File: config.mk
export PLATFORM = sky130hd
export DESIGN_NAME = dma_run_ctl_top
export DESIGN_NICKNAME = d
export VERILOG_FILES = /design/src/rtl/dma_run_pkg.sv /design/src/rtl/dma_run_wrport.sv /design/src/rtl/dma_run_flags.sv /design/src/rtl/dma_run_seq.sv /design/src/rtl/dma_run_ctl_top.sv
export SDC_FILE = /design/constraint.sdc
export NUM_CORES = 1
export LEC_CHECK = 0
export CAP_MARGIN = 20
export CELL_PAD_IN_SITES_DETAIL_PLACEMENT = 2
export CELL_PAD_IN_SITES_GLOBAL_PLACEMENT = 2
export CORE_MARGIN = 8
export CORE_UTILIZATION = 32
export DETAILED_ROUTE_END_ITERATION = 10
export DONT_BUFFER_PORTS = 1
export PLACE_DENSITY_LB_ADDON = 0.1
export SETUP_SLACK_MARGIN = 0.4
export SLEW_MARGIN = 40
export SYNTH_ARGS = -nofsm -noshare
export SYNTH_HDL_FRONTEND = slang
export SYNTH_SLANG_ARGS = --single-unit
File: constraint.sdc
create_clock -name clk -period 1.4 [get_ports clk]
set_input_delay 0.07 -clock clk [delete_from_list [all_inputs] [get_ports clk]]
set_output_delay 0.07 -clock clk [all_outputs]
set_load 0.005 [all_outputs]
File: src/rtl/dma_run_pkg.sv
package dma_run_pkg;
  localparam int REG_W  = 8;
  localparam int EN_BIT = 7;
  localparam int ST_BIT = 0;
  localparam int IDX_W  = $clog2(REG_W);

  typedef enum logic [1:0] {
    SEQ_WAIT = 2'd0,
    SEQ_REQ  = 2'd1,
    SEQ_BUSY = 2'd2
  } seq_state_e;
endpackage

File: src/rtl/dma_run_wrport.sv
module dma_run_wrport
  import dma_run_pkg::*;
(
  input  logic             byte_hit,
  input  logic             byte_en_bit,
  input  logic             byte_st_bit,
  input  logic             bit_hit,
  input  logic [IDX_W-1:0] bit_idx,
  input  logic             bit_val,
  input  logic             cur_en,
  input  logic             cur_st,
  output logic             wr_hit,
  output logic             new_en,
  output logic             new_st
);
  // A byte write overrides a bit write to the same channel in the same cycle.
  always_comb begin
    wr_hit = byte_hit | bit_hit;
    new_en = cur_en;
    new_st = cur_st;
    if (byte_hit) begin
      new_en = byte_en_bit;
      new_st = byte_st_bit;
    end else if (bit_hit) begin
      if (bit_idx == IDX_W'(EN_BIT)) new_en = bit_val;
      if (bit_idx == IDX_W'(ST_BIT)) new_st = bit_val;
    end
  end
endmodule

File: src/rtl/dma_run_flags.sv
module dma_run_flags (
  input  logic clk,
  input  logic rst_n,
  input  logic wr_hit,
  input  logic new_en,
  input  logic new_st,
  input  logic done_ok,
  output logic en,
  output logic st
);
  always_ff @(posedge clk or negedge rst_n) begin
    if (!rst_n) begin
      en <= 1'b0;
      st <= 1'b0;
    end else begin
      // enable may only move while no transfer is pending
      if (wr_hit && !st) en <= new_en;
      // completion outranks any software write of the start flag
      if (done_ok)     st <= 1'b0;
      else if (wr_hit) st <= new_st;
    end
  end

  a_r3_en_locked: assert property (@(posedge clk) disable iff (!rst_n)
    st |=> $stable(en));
  a_r9_done_clears_start: assert property (@(posedge clk) disable iff (!rst_n)
    done_ok |=> !st);
endmodule

File: src/rtl/dma_run_seq.sv
module dma_run_seq
  import dma_run_pkg::*;
(
  input  logic clk,
  input  logic rst_n,
  input  logic en,
  input  logic st,
  input  logic trig,
  input  logic req_ready,
  input  logic xfer_done,
  output logic req_valid,
  output logic xfer_abort,
  output logic done_ok,
  output logic irq
);
  seq_state_e state_q, state_d;
  logic       running;
  logic       trig_ok;

  assign running    = (state_q != SEQ_WAIT);
  assign trig_ok    = en && st && (state_q == SEQ_WAIT) && trig;
  assign xfer_abort = running && !st;
  assign req_valid  = (state_q == SEQ_REQ) && st;
  assign done_ok    = (state_q == SEQ_BUSY) && st && xfer_done;

  always_comb begin
    state_d = state_q;
    unique case (state_q)
      SEQ_WAIT: if (trig_ok) state_d = SEQ_REQ;
      SEQ_REQ: begin
        if (!st)           state_d = SEQ_WAIT;
        else if (req_ready) state_d = SEQ_BUSY;
      end
      SEQ_BUSY: begin
        if (!st || xfer_done) state_d = SEQ_WAIT;
      end
      default: state_d = SEQ_WAIT;
    endcase
  end

  always_ff @(posedge clk or negedge rst_n) begin
    if (!rst_n) begin
      state_q <= SEQ_WAIT;
      irq     <= 1'b0;
    end else begin
      state_q <= state_d;
      irq     <= done_ok;
    end
  end

  a_r6_req_held: assert property (@(posedge clk) disable iff (!rst_n)
    (req_valid && !req_ready) |=> (req_valid || xfer_abort));
  a_r5_req_needs_enable: assert property (@(posedge clk) disable iff (!rst_n)
    req_valid |-> en);
  a_r8_abort_without_irq: assert property (@(posedge clk) disable iff (!rst_n)
    xfer_abort |-> !irq);
  a_r7_irq_single: assert property (@(posedge clk) disable iff (!rst_n)
    irq |=> !irq);
endmodule

File: src/rtl/dma_run_ctl_top.sv
module dma_run_ctl_top
  import dma_run_pkg::*;
#(
  parameter int NUM_CH = 2,
  localparam int AW = (NUM_CH > 1) ? $clog2(NUM_CH) : 1
) (
  input  logic              clk,
  input  logic              rst_n,
  input  logic              wr_en,
  input  logic [AW-1:0]     wr_addr,
  input  logic [REG_W-1:0]  wr_data,
  input  logic              bit_wr_en,
  input  logic [AW-1:0]     bit_wr_addr,
  input  logic [IDX_W-1:0]  bit_wr_idx,
  input  logic              bit_wr_val,
  input  logic [AW-1:0]     rd_addr,
  output logic [REG_W-1:0]  rd_data,
  input  logic [NUM_CH-1:0] sw_trig,
  input  logic [NUM_CH-1:0] hw_trig,
  output logic [NUM_CH-1:0] req_valid,
  input  logic [NUM_CH-1:0] req_ready,
  input  logic [NUM_CH-1:0] xfer_done,
  output logic [NUM_CH-1:0] xfer_abort,
  output logic [NUM_CH-1:0] ch_irq
);
  logic [NUM_CH-1:0] en, st, wr_hit, new_en, new_st, done_ok;

  for (genvar c = 0; c < NUM_CH; c++) begin : g_ch
    dma_run_wrport u_wr (
      .byte_hit    (wr_en && (wr_addr == AW'(c))),
      .byte_en_bit (wr_data[EN_BIT]),
      .byte_st_bit (wr_data[ST_BIT]),
      .bit_hit     (bit_wr_en && (bit_wr_addr == AW'(c))),
      .bit_idx     (bit_wr_idx),
      .bit_val     (bit_wr_val),
      .cur_en      (en[c]),
      .cur_st      (st[c]),
      .wr_hit      (wr_hit[c]),
      .new_en      (new_en[c]),
      .new_st      (new_st[c])
    );

    dma_run_flags u_flags (
      .clk     (clk),
      .rst_n   (rst_n),
      .wr_hit  (wr_hit[c]),
      .new_en  (new_en[c]),
      .new_st  (new_st[c]),
      .done_ok (done_ok[c]),
      .en      (en[c]),
      .st      (st[c])
    );

    dma_run_seq u_seq (
      .clk        (clk),
      .rst_n      (rst_n),
      .en         (en[c]),
      .st         (st[c]),
      .trig       (sw_trig[c] | hw_trig[c]),
      .req_ready  (req_ready[c]),
      .xfer_done  (xfer_done[c]),
      .req_valid  (req_valid[c]),
      .xfer_abort (xfer_abort[c]),
      .done_ok    (done_ok[c]),
      .irq        (ch_irq[c])
    );
  end

  always_comb begin
    rd_data = '0;
    for (int c = 0; c < NUM_CH; c++) begin
      if (rd_addr == AW'(c)) begin
        rd_data[EN_BIT] = en[c];
        rd_data[ST_BIT] = st[c];
      end
    end
  end

  a_r10_irq_abort_exclusive: assert property (@(posedge clk) disable iff (!rst_n)
    (ch_irq & xfer_abort) == '0);
endmodule

==> results.ini <==
[min_path]
hold_path.class = in -> reg
worst_hold_startpoint = bit_wr_addr
hold_end = g_ch[0].u_flags.st
holdPathStages = 2

[timing]
drv_slew = 0
worstMarginPinSlew_ns = 0.521
rsz0062_at_grt = yes
slew_headroom = 0.652
post-route-period-util = 0.844
fmax_mhz = 847
timing.final.ws_setup_ns = 0.219
fin_skew_ns = 0.00295
period_minus_slack_ns = 1.18
tns_ns = 0
final-setup-viol-count = 0
hold_violations = 0

[power]
power_density_nw_per_um2 = 1330
leakagePower_nw = 0.421
ir_drop_uv = 465

[routing]
first_iter_violations = 15
wl_per_cell_um = 22.4
first_pass_iters = 4
detail-route-antenna-nets = 0
drc = 0
drt-total-wl_mm = 2.62
drt-vias-per-instance = 5.30
vias = 620

[logic_synthesis]
synth_area_leaders = dfrtp_1 36%, buf_4 13%, mux2_2 6.5%
synth_ff_type = dfrtp_1
synth_edf_count = 0
synth_top_area_cell = dfrtp_1
synth_area_um2 = 692
netlist.area_leader.share = 0.362
post_synth.cell_area_avg_um2 = 9.61
synthCells = 72
ys_ff_latch = 10
synthArstFlopShare = 1.00
seq_area_frac_synth = 0.362
yosys_warnings = 0
synth.distinct_cells = 29

[floorplanning]
dieWidth_um = 62.5
io_pins = 41
die_h_um = 62.5
die_area_um2 = 3910
coreArea_um2 = 2130
rows = 17
initial_core_util = 0.325

[worst_setup_path]
crit_type = reg -> out
r2r-start = g_ch[1].u_flags.st
cp_slowest_cell = dfrtp_2
crit_path_end_kind = output port
required_ns = 1.33
r2r_end = g_ch[1].u_flags.en
crit_chain = buf_6 -> mux2_4
startpoint_type = flip-flop
cpPeakStageDelay_ns = 0.44
r2r_slack_ns = 0.23
r2r_cells = 3
cp_num_buf_inv = 1
path_delay_family = flip-flops
cp_num_cells = 2
worst-path-max-fanout = 3
crit_arrival_ns = 1.11

[cts]
clk_pin_slew_ns = 0.08
root_buffer = clkbuf_4
cts_tree = done
cts_buffers = 3
clkSinkCount = 10
clockBufferDepth = 2
cts_max_level = 1
clock_latency_ns = 0.27

[status]
outcome = complete, no violations

[placement]
post-place-ws_ns = 0.287
gp_congestion = 0.682
portBuffers = 0
dp_hpwl_mm = 1.46
placed_area_um2 = 673

[layout]
nNetsFinal = 117
antenna_cells = 0
layout_commonest_cell = buf_4
flow.area_growth_from_synthesis_pct = 42.0
nFillCells = 232
final_cell_mix = 9 x buf_4, 7 x dlygate4sd3_1, 6 x conb_1
layout-drive-gt1-share = 0.483
fin_area_um2 = 982

[global_route]
overflow = 0
first_global_vias = 739
grt_max_degree = 11
grt_pass1_wl_mm = 3.92
antenna_found_initial = 0
grt_usage = 0.125

[run]
cap_violations = 0

-- synth_stat cells, types with 2 or more instances --
library cell	count
o21ai_0	2
buf_4	12
or4b_1	2
o21ai_1	2
a31oi_1	2
nor3b_1	2
nor2_1	4
dfrtp_1	10
and3b_1	2
o21bai_1	2
nand3_1	4
a21oi_1	2
and4b_1	3
nand2_1	2
o211ai_1	2
mux2_2	4
nand2b_1	3
-- flip-flops by register name (all words and copies together), names as in the netlist --
signal,flops
g_ch.u_flags.st,2
g_ch.u_seq.irq,2
g_ch.u_flags.en,2
g_ch.u_seq.state_q,4
-- layer usage --
metal  GRT usage  vias to the layer above  wire length (um)
met2       0.230                       24              1360
met3      0.0466                        4               212
met1       0.122                      309              1010
li1            -                      283                 -
met4      0.0513                        0                35
met5           0                        -                 0
-- timing repair --
item	CTS	global route
endpoints found under the hold margin	16	0
hold buffers	7	0
gates resized for setup	18	15
pin swaps	1	6
buffers inserted	8	3
setup endpoints to repair	13	14
-- how the worst max path moves through the flow --
stage                       startpoint            endpoint
CTS                 g_ch[0].u_flags.st          rd_data[0]
detailed placement  g_ch[1].u_flags.st  g_ch[1].u_flags.en
finish              g_ch[0].u_flags.st          rd_data[0]
floorplan           g_ch[1].u_flags.st  g_ch[1].u_flags.en
global placement    g_ch[1].u_flags.st  g_ch[1].u_flags.en
global route        g_ch[1].u_flags.st  g_ch[1].u_flags.en
-- report_power, final --
part           leakage [nW]  internal [mW]  total (mW)  switching, mW
sequential            0.117          0.362       0.466          0.104
combinational         0.283          0.333       0.567          0.234
clock                0.0210          0.158       0.276          0.118
-- cell families (layout without fill, tap and decap cells) --
group | count (synthesis) | count (layout) | synth area share
flops | 10 | 10 | 0.362
mux | 4 | 4 | 0.0651
simple gates | 30 | 30 | 0.307
other cells | 1 | 6 | 0.00542
compound gates | 14 | 14 | 0.125
buf+inv | 13 | 25 | 0.136
-- layout make-up --
cell class / count / area, um^2 / share of cell area
Inverter: 1 / 3.75 / 0.00382
Multi-Input combinational cell: 54 / 468 / 0.476
Timing Repair Buffer: 20 / 183 / 0.186
Clock buffer: 4 / 36.3 / 0.0369
Tap cell: 28 / 35.0 / 0.0357
Sequential cell: 10 / 256 / 0.261
-- metrics by stage --
stage | util | power [mW] | std cells | hold slack [ns]
after global routing | 0.462 | 1.38 | 117 | 0.0272
after floorplan | - | 0.687 | 77 | -0.226
final | 0.462 | 1.31 | 117 | 0.0275
after global placement | 0.316 | 0.709 | 95 | -0.225
after CTS | 0.425 | 1.19 | 114 | 0.0110
after detailed placement | 0.316 | 0.722 | 95 | -0.225
Note: power is estimated with default switching activity, not from simulation.
